## src/rtl/ckgen_pkg.sv

```systemverilog
// Shared constants for the divided clock-enable generator.
// Assumes a 32-bit register bank addressed by byte offset.
package ckgen_pkg;
    localparam int DATA_W = 32;
    localparam int FLD_W  = 3;
    localparam int NREG   = 6;
    localparam logic [FLD_W-1:0] FLD_BAD = '1;

    // Map a raw factor field to its divide value (invalid code becomes 0).
    function automatic logic [FLD_W-1:0] factor_of(input logic [FLD_W-1:0] raw);
        return (raw == FLD_BAD) ? '0 : raw;
    endfunction
endpackage

```

## src/rtl/ckgen_regs.sv

```systemverilog
// Register bank: six word registers, each storing only its implemented
// field bits. Unused bits and unmapped offsets read zero. Assumes writes
// are single-cycle strobes; reads are combinational.
module ckgen_regs
    import ckgen_pkg::*;
#(
    parameter int ADDR_W  = 5,
    parameter int SEL_W   = 2,
    parameter int SRC_LSB = 4,
    parameter int DA_REG  = 2,
    parameter int DA_LSB  = 16,
    parameter int DB_REG  = 2,
    parameter int DB_LSB  = 13,
    parameter int BYP_BIT = 7,
    parameter int DIS_BIT = 5
) (
    input  logic              clk,
    input  logic              rst_n,
    input  logic              we,
    input  logic [ADDR_W-1:0] addr,
    input  logic [DATA_W-1:0] wdata,
    output logic [DATA_W-1:0] rdata,
    output logic [SEL_W-1:0]  src_sel,
    output logic [FLD_W-1:0]  fac_a,
    output logic [FLD_W-1:0]  fac_b,
    output logic              bypass,
    output logic              gate_dis
);
    localparam int DIS_IDX = NREG - 1;

    // Bit mask of the fields implemented in register index i.
    function automatic logic [DATA_W-1:0] reg_mask(input int i);
        logic [DATA_W-1:0] m;
        m = '0;
        if (i == 0) m = DATA_W'((2**SEL_W) - 1) << SRC_LSB;
        if (i >= 1 && i <= 3) begin
            if (DA_REG == i - 1) m = m | (DATA_W'(FLD_BAD) << DA_LSB);
            if (DB_REG == i - 1) m = m | (DATA_W'(FLD_BAD) << DB_LSB);
        end
        if (i == 4) m = DATA_W'(1) << BYP_BIT;
        if (i == DIS_IDX) m = DATA_W'(1) << DIS_BIT;
        return m;
    endfunction

    logic [DATA_W-1:0] regs_w [NREG];

    for (genvar i = 0; i < NREG; i++) begin : g_reg
        localparam logic [DATA_W-1:0] MASK = reg_mask(i);
        localparam logic [DATA_W-1:0] RST  = (i == DIS_IDX) ? MASK : '0;
        logic [DATA_W-1:0] q;
        // Store masked write data; disable register resets to all ones.
        always_ff @(posedge clk) begin
            if (!rst_n) q <= RST;
            else if (we && addr == ADDR_W'(i * 4)) q <= wdata & MASK;
        end
        assign regs_w[i] = q;
    end

    // Return the addressed register, zero for any unmapped offset.
    always_comb begin
        rdata = '0;
        for (int i = 0; i < NREG; i++) begin
            if (addr == ADDR_W'(i * 4)) rdata = regs_w[i];
        end
    end

    assign src_sel  = regs_w[0][SRC_LSB +: SEL_W];
    assign fac_a    = regs_w[1 + DA_REG][DA_LSB +: FLD_W];
    assign fac_b    = regs_w[1 + DB_REG][DB_LSB +: FLD_W];
    assign bypass   = regs_w[4][BYP_BIT];
    assign gate_dis = regs_w[DIS_IDX][DIS_BIT];
endmodule

```

## src/rtl/ckgen_srcmux.sv

```systemverilog
// Source selector: passes the enable pulse of the chosen source.
// Assumes the select is already held stable over a period by the divider.
module ckgen_srcmux #(
    parameter int NSRC  = 4,
    parameter int SEL_W = $clog2(NSRC)
) (
    input  logic [NSRC-1:0]  src_ce,
    input  logic [SEL_W-1:0] sel,
    output logic             pulse
);
    // Pick one source pulse.
    assign pulse = src_ce[sel];
endmodule

```

## src/rtl/ckgen_divchain.sv

```systemverilog
// Two-factor divider: counts selected source pulses and flags the last
// pulse of each period. Select and ratio are taken from the programmed
// values only while the count is zero, otherwise from a held copy.
// Assumes a zero ratio means stall.
module ckgen_divchain
    import ckgen_pkg::*;
#(
    parameter int SEL_W = 2,
    parameter int CNT_W = 2 * FLD_W
) (
    input  logic             clk,
    input  logic             rst_n,
    input  logic [SEL_W-1:0] prog_sel,
    input  logic [FLD_W-1:0] prog_a,
    input  logic [FLD_W-1:0] prog_b,
    input  logic             prog_byp,
    input  logic             pulse,
    output logic [SEL_W-1:0] eff_sel,
    output logic [CNT_W-1:0] eff_ratio,
    output logic [CNT_W-1:0] cnt_o,
    output logic             hit
);
    logic [CNT_W-1:0] cnt_q, held_ratio, prog_ratio;
    logic [SEL_W-1:0] held_sel;
    logic             at_edge;

    // Programmed ratio: bypass gives 1, else product of decoded factors.
    assign prog_ratio = prog_byp ? CNT_W'(1)
                      : CNT_W'(factor_of(prog_a)) * CNT_W'(factor_of(prog_b));
    assign at_edge   = (cnt_q == '0);
    assign eff_sel   = at_edge ? prog_sel   : held_sel;
    assign eff_ratio = at_edge ? prog_ratio : held_ratio;
    assign hit       = pulse && (eff_ratio != '0) && (cnt_q == eff_ratio - CNT_W'(1));
    assign cnt_o     = cnt_q;

    // Advance the pulse count and hold the settings of the running period.
    always_ff @(posedge clk) begin
        if (!rst_n) begin
            cnt_q      <= '0;
            held_ratio <= '0;
            held_sel   <= '0;
        end else begin
            held_ratio <= eff_ratio;
            held_sel   <= eff_sel;
            if (pulse && eff_ratio != '0) cnt_q <= hit ? '0 : cnt_q + CNT_W'(1);
        end
    end
endmodule

```

## src/rtl/ckgen_gate.sv

```systemverilog
// Output gate: registers the divider terminal flag unless disabled.
// Assumes disable is a level from the register bank.
module ckgen_gate (
    input  logic clk,
    input  logic rst_n,
    input  logic hit,
    input  logic gate_dis,
    output logic strobe_o
);
    // Register the gated strobe.
    always_ff @(posedge clk) begin
        if (!rst_n) strobe_o <= 1'b0;
        else        strobe_o <= hit && !gate_dis;
    end
endmodule

```

## src/rtl/clkdiv_gen.sv

```systemverilog
// Top: register bank, source selector, two-factor divider and gate.
// Assumes all source enables are synchronous to clk.
module clkdiv_gen
    import ckgen_pkg::*;
#(
    parameter int NSRC    = 4,
    parameter int ADDR_W  = 5,
    parameter int SRC_LSB = 4,
    parameter int DA_REG  = 2,
    parameter int DA_LSB  = 16,
    parameter int DB_REG  = 2,
    parameter int DB_LSB  = 13,
    parameter int BYP_BIT = 7,
    parameter int DIS_BIT = 5
) (
    input  logic              clk,
    input  logic              rst_n,
    input  logic [NSRC-1:0]   src_ce,
    input  logic              bus_we,
    input  logic [ADDR_W-1:0] bus_addr,
    input  logic [DATA_W-1:0] bus_wdata,
    output logic [DATA_W-1:0] bus_rdata,
    output logic              strobe_o
);
    localparam int SEL_W = $clog2(NSRC);
    localparam int CNT_W = 2 * FLD_W;

    logic [SEL_W-1:0] prog_sel, eff_sel;
    logic [FLD_W-1:0] fac_a, fac_b;
    logic             bypass, gate_dis, sel_pulse, div_hit;
    logic [CNT_W-1:0] eff_ratio, div_cnt;

    ckgen_regs #(
        .ADDR_W(ADDR_W), .SEL_W(SEL_W), .SRC_LSB(SRC_LSB),
        .DA_REG(DA_REG), .DA_LSB(DA_LSB), .DB_REG(DB_REG), .DB_LSB(DB_LSB),
        .BYP_BIT(BYP_BIT), .DIS_BIT(DIS_BIT)
    ) u_regs (
        .clk(clk), .rst_n(rst_n), .we(bus_we), .addr(bus_addr),
        .wdata(bus_wdata), .rdata(bus_rdata), .src_sel(prog_sel),
        .fac_a(fac_a), .fac_b(fac_b), .bypass(bypass), .gate_dis(gate_dis)
    );

    ckgen_srcmux #(.NSRC(NSRC), .SEL_W(SEL_W)) u_mux (
        .src_ce(src_ce), .sel(eff_sel), .pulse(sel_pulse)
    );

    ckgen_divchain #(.SEL_W(SEL_W), .CNT_W(CNT_W)) u_div (
        .clk(clk), .rst_n(rst_n), .prog_sel(prog_sel), .prog_a(fac_a),
        .prog_b(fac_b), .prog_byp(bypass), .pulse(sel_pulse),
        .eff_sel(eff_sel), .eff_ratio(eff_ratio), .cnt_o(div_cnt), .hit(div_hit)
    );

    ckgen_gate u_gate (
        .clk(clk), .rst_n(rst_n), .hit(div_hit), .gate_dis(gate_dis),
        .strobe_o(strobe_o)
    );
endmodule

```

## config.mk

```make
export PLATFORM = sky130hd
export DESIGN_NAME = clkdiv_gen
export DESIGN_NICKNAME = d
export VERILOG_FILES = /design/src/rtl/ckgen_pkg.sv /design/src/rtl/ckgen_regs.sv /design/src/rtl/ckgen_srcmux.sv /design/src/rtl/ckgen_divchain.sv /design/src/rtl/ckgen_gate.sv /design/src/rtl/clkdiv_gen.sv
export SDC_FILE = /design/constraint.sdc
export NUM_CORES = 1
export LEC_CHECK = 0
export BUFFER_PORTS_ARGS = -buffer_cell sky130_fd_sc_hd__buf_2
export CAP_MARGIN = 20
export CORE_MARGIN = 2
export CORE_UTILIZATION = 45
export CTS_CLUSTER_DIAMETER = 80
export DETAILED_ROUTE_END_ITERATION = 8
export GPL_TIMING_DRIVEN = 0
export PLACE_DENSITY = 0.7
export SLEW_MARGIN = 10
export SYNTH_ARGS = -nofsm -noshare
export SYNTH_HDL_FRONTEND = slang
export SYNTH_HIERARCHICAL = 1
export SYNTH_SLANG_ARGS = --single-unit
```

## constraint.sdc

```tcl
create_clock -name clk -period 4.9 [get_ports clk]
set_input_delay 0.49 -clock clk [delete_from_list [all_inputs] [get_ports clk]]
set_output_delay 0.49 -clock clk [all_outputs]
set_load 0.005 [all_outputs]
```

# Word-level counts from Yosys, hierarchy flattened
# Cells that the tools add are included.
# word_totals
regBits,25
latch_bits,0
ram_bits,0
rom_bits,0
elab_cells,45
memories,0
# op_classes
add_sub_neg,2
mul,1
n_div,0
magnitude_cmp,1
eq_ne,8
n_shift,0
mux,14
bitwise_logic,0
n_reduce_logical,11
# ops
cell,count
$mux 19,3
$mux 6,6
$eq 5x4->1 const B,2
$eq 5x5->1 const B,2
$logic_and 1x1->1,7
$add 6x1->6 const B,1
$eq 3x3->1 const B,2
$eq 6x6->1,1
$logic_not 6->1,1
$mul 3x3->6,1
$mux 3,2
$reduce_bool 6->1,1
$sub 6x1->6 const B,1
$eq 5x3->1 const B,1
$logic_not 5->1,1
$lt 2x3->1 const B,1
$bmux 1 s2,1
$mux 2,1
$logic_not 1->1,1
$mux 1,1

# Depth between registers and ports, before layout
# Gate-level depths: netlist (run 1).
# depth
depth_word,9
mapped_depth,15

# Hierarchy
# Netlist (run 1), hierarchy kept.
# modules_own_cells
mod,instances,cells_each,area_per_inst_um2,seq_area_each_um2
ckgen_divchain,1,154,1255.0,280.3
ckgen_regs,1,86,721.9,200.2
ckgen_gate,1,2,28.8,20.0
ckgen_srcmux,1,1,22.5,0.0

# Least setup slack after synthesis (run 1)
# OpenSTA, ideal clock, no wires.
# synth_timing
path_type,reg-to-reg
startpoint,register u_regs.g_reg[3].q[16]
endpoint,register u_div.cnt_q[3] (netlist: u_div/cnt_o[3])
t_arrival_ps,3634
setup_slack_ps,1146
path_stages_with_launch,13
path_buffers,0
cell_sequence,dfxtp_1 a21bo_2 or2_2 fa_1 inv_1 ha_1 fa_1 or4b_4 o211ai_2 nand2_1 o21a_1 or3_4 a211o_1
# synth_via
elab_chain_cells,9
# synth_lines
item,line_no,source
from (decl),ckgen_regs.sv:50,logic [DATA_W-1:0] q;
from (signal assigned),ckgen_regs.sv:54,else if (we && addr == ADDR_W'(i * 4)) q <= wdata & MASK;
$eq 3x3->1,ckgen_pkg.sv:11,return (raw == FLD_BAD) ? '0 : raw;
$mux 3 *,ckgen_pkg.sv:11,
$mul 3x3->6 *,ckgen_divchain.sv:29,: CNT_W'(factor_of(prog_a)) * CNT_W'(factor_of(prog_b));
$mux 6 *,ckgen_divchain.sv:28,assign prog_ratio = prog_byp ? CNT_W'(1)
$mux 6 *,ckgen_divchain.sv:32,assign eff_ratio = at_edge ? prog_ratio : held_ratio;
$sub 6x1->6 / $reduce_bool 6->1 (equally long branches),"ckgen_divchain.sv:33, ckgen_divchain.sv:45",
$eq 6x6->1 / $logic_and 1x1->1 (equally long branches),"ckgen_divchain.sv:33, ckgen_divchain.sv:45",
$logic_and 1x1->1,ckgen_divchain.sv:33,assign hit = pulse && (eff_ratio != '0) && (cnt_q == eff_ratio - CNT_W'(1));
$mux 6,ckgen_divchain.sv:45,if (pulse && eff_ratio != '0) cnt_q <= hit ? '0 : cnt_q + CNT_W'(1);
to (signal assigned),ckgen_divchain.sv:45,
to (decl),ckgen_divchain.sv:23,"logic [CNT_W-1:0] cnt_q, held_ratio, prog_ratio;"
# Mark *: on every way between the ends. The rest lies on a longest branch, timed or not.
# A chain may end at the register's enable or synchronous reset.

# Final worst setup path (run 1)
# Same ends and word-level chain as after synthesis.

==> results of run 1 <==
## through the flow
step	setup slack [ns]	hold WS [ns]
floorplan	1.15	0.442
detailed placement	0.857	0.461
global placement	0.909	0.459
finish	0.858	0.462
CTS	0.857	0.458
global route	0.600	0.465
## layer usage
metal | part of all wire | vias to the layer above | GRT usage
met3 | 0.042 | 4 | 0.0214
li1 | - | 910 | -
met1 | 0.48 | 809 | 0.227
met4 | 0.010 | 0 | 0.0524
met2 | 0.47 | 45 | 0.291
met5 | 0 | - | 0
## placed cells by master (no fill, tap or decap), types with 3 or more instances in the layout
| cell type | instances |
|---|---|
| xor2_1 | 4 |
| nor2b_1 | 3 |
| nor3_1 | 3 |
| nand4_1 | 4 |
| nor3b_1 | 4 |
| buf_4 | 23 |
| nor2_1 | 14 |
| dfxtp_1 | 25 |
| inv_1 | 9 |
| clkbuf_8 | 3 |
| nand2_1 | 42 |
| ha_1 | 9 |
| conb_1 | 23 |
| o31a_1 | 3 |
| o21ai_0 | 6 |
| xnor2_1 | 5 |
| buf_2 | 31 |
| and2_1 | 12 |
| a21oi_1 | 3 |
| o311ai_0 | 3 |
| mux2i_1 | 11 |
| nand2b_1 | 4 |
| clkbuf_1 | 5 |
## critical path, cell delays in order (launching register included)
cell and delay [ns]:
dfxtp_1 0.39, a21bo_2 0.26, or2_2 0.31, fa_1 0.53, inv_1 0.04, ha_1 0.22, fa_1 0.40, xnor2_1 0.28
nor4_1 0.11, nor3_1 0.27, xor2_1 0.23, nand4_1 0.24, or3_4 0.41, a211o_1 0.26
## flip-flops by register name, summed over array words and instances, names as in the netlist
register	flops
u_div/cnt_o	6
u_div/held_ratio	6
u_div/held_sel	2
u_gate/strobe_o	1
u_regs/g.q	10
## final timing paths
kind	end	start	cells after the start
hold / removal	u_regs/g_reg[3].q[15]$_SDFFE_PN0P_	bus_wdata[15]	3
hold reg to reg	u_div/held_sel[0]$_SDFF_PN0_	u_div/held_sel[0]$_SDFF_PN0_	2
setup / recovery	u_div/cnt_o[3]$_SDFFE_PN0P_	u_regs/g_reg[3].q[16]$_SDFFE_PN0P_	13
setup reg to reg	u_div/cnt_o[3]$_SDFFE_PN0P_	u_regs/g_reg[3].q[16]$_SDFFE_PN0P_	13
## layout make-up
type | count | area share
inverters | 9 | 0.0143
clock inverters | 1 | 0.00317
plain buffers | 30 | 0.0877
flip-flops and latches | 25 | 0.211
well taps | 52 | 0.0275
multi-input cells | 199 | 0.575
clock buffers | 3 | 0.0174
repair buffers | 30 | 0.0634
## where the power goes
part	internal, mW	switching [mW]	total, mW
clock	0.0577	0.0705	0.128
sequential	0.207	0.00345	0.210
combinational	0.0529	0.0685	0.121
total	0.318	0.142	0.460
==> flow_summary_export.csv, run 1 <==
group,metric,value,unit
outcome,status,"completed",
power_and_ir_drop,power_density,194,mW/mm²
place,gp_congestion,0.827,
clocking,clk_latency,0.28,ns
worst_hold_path,hold_class,"in2reg",
place,port_buffers,30,
worst_setup_path,r2r_slack,0.86,ns
floorplanning,io_pins,77,
route,drt_first_pass_iters,4,
clocking,cts-root-buf,"clkbuf_8",
synthesis,syn_area,0.00202,mm²
floorplanning,core-area,0.00435,mm²
timing,drv_slew,0,
worst_setup_path,start_kind,"register",
clocking,numCtsBuffers,3,
final_layout,final_nets,353,
final_layout,layout-drive-gt1-share,0.249,
global_routing,grt_pass1_wl,7020,µm
synthesis,ys_warn_count,6,
final_layout,area_growth,17.2,%
timing,setup-violations-final,0,
clocking,postCtsSetupBuffers,0,
synthesis,synthCells,241,
global_routing,grt_max_degree,16,
floorplanning,initial_utilization,0.464,
worst_setup_path,endpoint_kind,"register",
floorplanning,die-area,0.00504,mm²
place,dp.cells,345,
clocking,clk_pin_slew,0.10,ns
timing,fmax,247,MHz
timing,min_period,4.04,ns
worst_setup_path,critPathArrivalTime,4.22,ns
clocking,clkSinkCount,25,
timing,rsz0062_at_grt,"no",
synthesis,avgSynthCellArea,8.38,µm²
route,vias,1768,
final_layout,final_cells,349,
route,ant_nets,0,
run,cap_viol_max_count,0,
global_routing,grt_pass1_vias,1621,
clocking,htree_levels,1,
timing,relSlewSlack,0.610,
timing,finalSetupTns,0,ns
global_routing,overflow,0,
final_layout,seq_area,500,µm²
final_layout,n_fill_cell,416,
floorplanning,rows,24,
power_and_ir_drop,p_leak,1.11,nW
global_routing,antenna_found_initial,0,
final_layout,multi_input_area,0.00136,mm²
floorplanning,dieWidth,71.0,µm
worst_setup_path,cp.required,5.08,ns
route,drt_iter0_drc,81,
global_routing,grtUsageTotal,0.171,
floorplanning,die_h,71.0,µm
clocking,clockBufferDepth,2,
place,place_area,0.00232,mm²
timing,period_share,0.825,
power_and_ir_drop,total_power,460,µW
route,routedWlPerCell,12.1,µm
clocking,cts_hold_buf,0,
route,finalWirelength,4210,µm
timing,fin_skew,0.0107,ns
final_layout,design_area,0.00237,mm²
clocking,cts_resized,0,
final_layout,n_antenna_cell,0,
route,post_drt_via_cell_ratio,5.07,
place,post-dp-hpwl,3360,µm
power_and_ir_drop,worst_ir_drop_vdd,0.106,mV
route,drcViolationCount,0,
timing,worst_pin_slew,0.580,ns
final_layout,final_util,0.544,
worst_setup_path,path_max_fanout,6,
worst_setup_path,critical_path_class,"reg2reg",
timing,finalHoldViolCount,0,
clocking,cts_tree,"yes",
Note: power is estimated with default switching activity, not from simulation.
==> run 2, diff against run 1 <==
Settings changed: ABC_AREA set to 1, PLACE_DENSITY 0.7 to 0.69.
Clock period 4.9 ns to 3.78 ns, I/O delays scaled along.
==> run 2 against run 1 <==
Compared with the run above:
- critical path depth up 10
- die area up 6.8%
- via count up 14%
- synthesized cell count up 41%
- clock skew down 0.0037 ns
- global-route usage down 0.91 points
- flip-flop and latch count unchanged
- cell count up 29%
- critical path type unchanged
- clock power up 24%
- register-to-register slack worse by 0.25 ns
- synthesized area up 7.2%
==> flow_summary_export.csv, run 2 <==
group,metric,value,unit
place,post-dp-hpwl,3350,µm
worst_hold_path,hold_class,"in2reg",
final_layout,n_antenna_cell,0,
worst_setup_path,path_max_fanout,5,
final_layout,seq_area,500,µm²
power_and_ir_drop,intPower,590,µW
synthesis,syn_area,0.00217,mm²
run,cap_viol_max_count,0,
synthesis,synth.distinct_cells,29,
synthesis,synth_flop_cell,"dfxtp_1",
synthesis,avgSynthCellArea,6.35,µm²
place,port_buffers,30,
outcome,status,"completed",
timing,fmax,315,MHz
clocking,clk_pin_slew,0.09,ns
synthesis,yosysMostFrequentCell,"nand2_1",
floorplanning,initial_utilization,0.462,
floorplanning,die_h,73.4,µm
final_layout,area_growth,15.9,%
clocking,cts-root-buf,"clkbuf_8",
timing,period_share,0.839,
power_and_ir_drop,swShare,0.446,
power_and_ir_drop,p_leak,1.46,nW
global_routing,grt_pass1_vias,1731,
global_routing,antenna_found_initial,0,
timing,finalHoldViolCount,0,
power_and_ir_drop,power_density,424,mW/mm²
timing,drv_slew,0,
route,dr_wl_met3,169,µm
final_layout,multi_input_area,0.00129,mm²
power_and_ir_drop,worst_ir_drop_vdd,0.297,mV
clocking,clk_latency,0.27,ns
timing,rsz0062_at_grt,"no",
floorplanning,io_pins,77,
power_and_ir_drop,clock_power_share,0.150,
synthesis,post-synth-top-area-cell,"dfxtp_1",
final_layout,top_register,"u_regs/g.q",
synthesis,yosysSeqAreaShare,0.231,
synthesis,ys_top_cells_by_area,"dfxtp_1 23%, nand2_1 14%, inv_1 11%",
worst_setup_path,critical_path_class,"reg2reg",
timing,fin_skew,0.00704,ns
power_and_ir_drop,switchingPower,475,µW
final_layout,layout_common_cells,"82 x nand2_1, 61 x inv_1, 44 x nor2_1",
power_and_ir_drop,p_comb_frac,0.565,
route,ant_nets,0,
final_layout,largest_register_ffs,10,
global_routing,grt_pass1_wl,7040,µm
route,m1WireLength,1950,µm
worst_setup_path,start_kind,"register",
synthesis,synth_commonest_cells,"82 x nand2_1, 61 x inv_1, 44 x nor2_1",
synthesis,async_flop_share,0,
floorplanning,core-area,0.00469,mm²
synthesis,ys_ff_latch,25,
worst_setup_path,endpoint_kind,"register",
place,dp.cells,447,
place,gp_congestion,0.889,
floorplanning,rows,25,
synthesis,synth_edf_count,0,
final_layout,layout-drive-gt1-share,0.247,
clocking,cts_resized,0,
final_layout,final_nets,453,
worst_setup_path,cp.required,3.96,ns
route,drcViolationCount,0,
route,routedWlPerCell,8.94,µm
route,routed.top_layer,"met4",
global_routing,grt_max_degree,14,
clocking,clkSinkCount,25,
floorplanning,dieWidth,73.4,µm
timing,finalSetupTns,0,ns
route,finalWirelength,4030,µm
route,post_drt_via_cell_ratio,4.48,
global_routing,overflow,0,
clocking,cts_tree,"yes",
timing,setup-violations-final,0,
clocking,clockBufferDepth,2,
route,vias,2019,
clocking,postCtsSetupBuffers,0,
final_layout,n_fill_cell,482,
final_layout,final_cells,451,
final_layout,final_common_cell,"nand2_1",
synthesis,synth_top_area_share,0.231,
worst_setup_path,critPathArrivalTime,3.35,ns
route,met2_length,1890,µm
clocking,cts_hold_buf,0,
route,drt_iter0_drc,83,
clocking,htree_levels,1,
synthesis,synthCells,341,
power_and_ir_drop,seqPwrFrac,0.285,
timing,min_period,3.17,ns
clocking,numCtsBuffers,3,
route,drt_first_pass_iters,4,
global_routing,grtUsageTotal,0.162,
floorplanning,die-area,0.00538,mm²
synthesis,ys_warn_count,6,
==> run 2: routing by layer <==
metal  up-vias  global-route usage
li1       1097                   -
met1       877               0.218
met2        43               0.276
met3         2              0.0165
met4         0              0.0424
met5         -                   0
==> run 2: cells by family after synthesis <==
| family | synth area share |
|---|---|
| AOI/OAI and AO/OA | 0.0549 |
| xor gates and xnor gates | 0.00809 |
| adders and majority gates | 0.0705 |
| buffers and inverters | 0.212 |
| DFF | 0.231 |
| other | 0.00173 |
| and+or+nand+nor | 0.422 |
==> run 2: critical path, cell delays in order, from the launching register on <==
cell,delay [ns]
dfxtp_1,0.36
inv_1,0.06
a21oi_1,0.22
nand2_1,0.12
fa_1,0.54
inv_1,0.04
ha_1,0.21
fa_1,0.40
inv_1,0.07
nand2_1,0.04
nand3_1,0.08
inv_1,0.07
nand2_4,0.08
nand2_4,0.05
nor2_2,0.18
nand2_2,0.10
nand2_4,0.10
inv_4,0.05
nand2_4,0.06
nor2_2,0.04
nand2_1,0.06
nand2_1,0.05
nand2_1,0.07
nor2_2,0.03
==> run 2: final cells by class <==
type	instances	share of cell area
Clock buffer	4	0.0179
Timing Repair Buffer	30	0.0598
Inverter	63	0.0952
Buffer	27	0.0877
Multi-Input combinational cell	248	0.513
Sequential cell	25	0.199
Tap cell	54	0.0269
==> run 2: per-stage QoR <==
stage	worst slack, ns	instance area (µm²)	utilization	hold slack (ns)	total power [mW]
finish	0.610	2510	0.535	0.324	1.07
global route	0.353	2510	0.535	0.344	1.16
CTS	0.593	2510	0.535	0.318	1.07
detailed placement	0.598	2470	0.526	0.444	0.909
global placement	0.683	2470	0.526	0.441	0.897
floorplan	0.923	2250	-	0.423	0.810
==> run 2: power groups by stage <==
stage	clock network, mW	registers [mW]	logic [mW]
global route	0.173	0.308	0.682
detailed placement	0	0.311	0.599
floorplan	0	0.307	0.503
global placement	0	0.310	0.587
CTS	0.166	0.304	0.601
finish	0.159	0.304	0.602
==> run 2: final timing paths <==
path | from | endpoint | slack, ns | cells after the start
worst max-delay path | u_regs/g_reg[3].q[16]$_SDFFE_PN0P_ | u_div/cnt_o[4]$_SDFFE_PN0P_ | 0.61 | 23
worst min-delay path | bus_wdata[4] | u_regs/g_reg[0].q[4]$_SDFFE_PN0P_ | 0.32 | 3
worst max register to register | u_regs/g_reg[3].q[16]$_SDFFE_PN0P_ | u_div/cnt_o[4]$_SDFFE_PN0P_ | 0.61 | 23
worst min register to register | u_regs/g_reg[5].q[5]$_SDFFE_PN1P_ | u_gate/strobe_o$_SDFF_PN0_ | 0.46 | 1
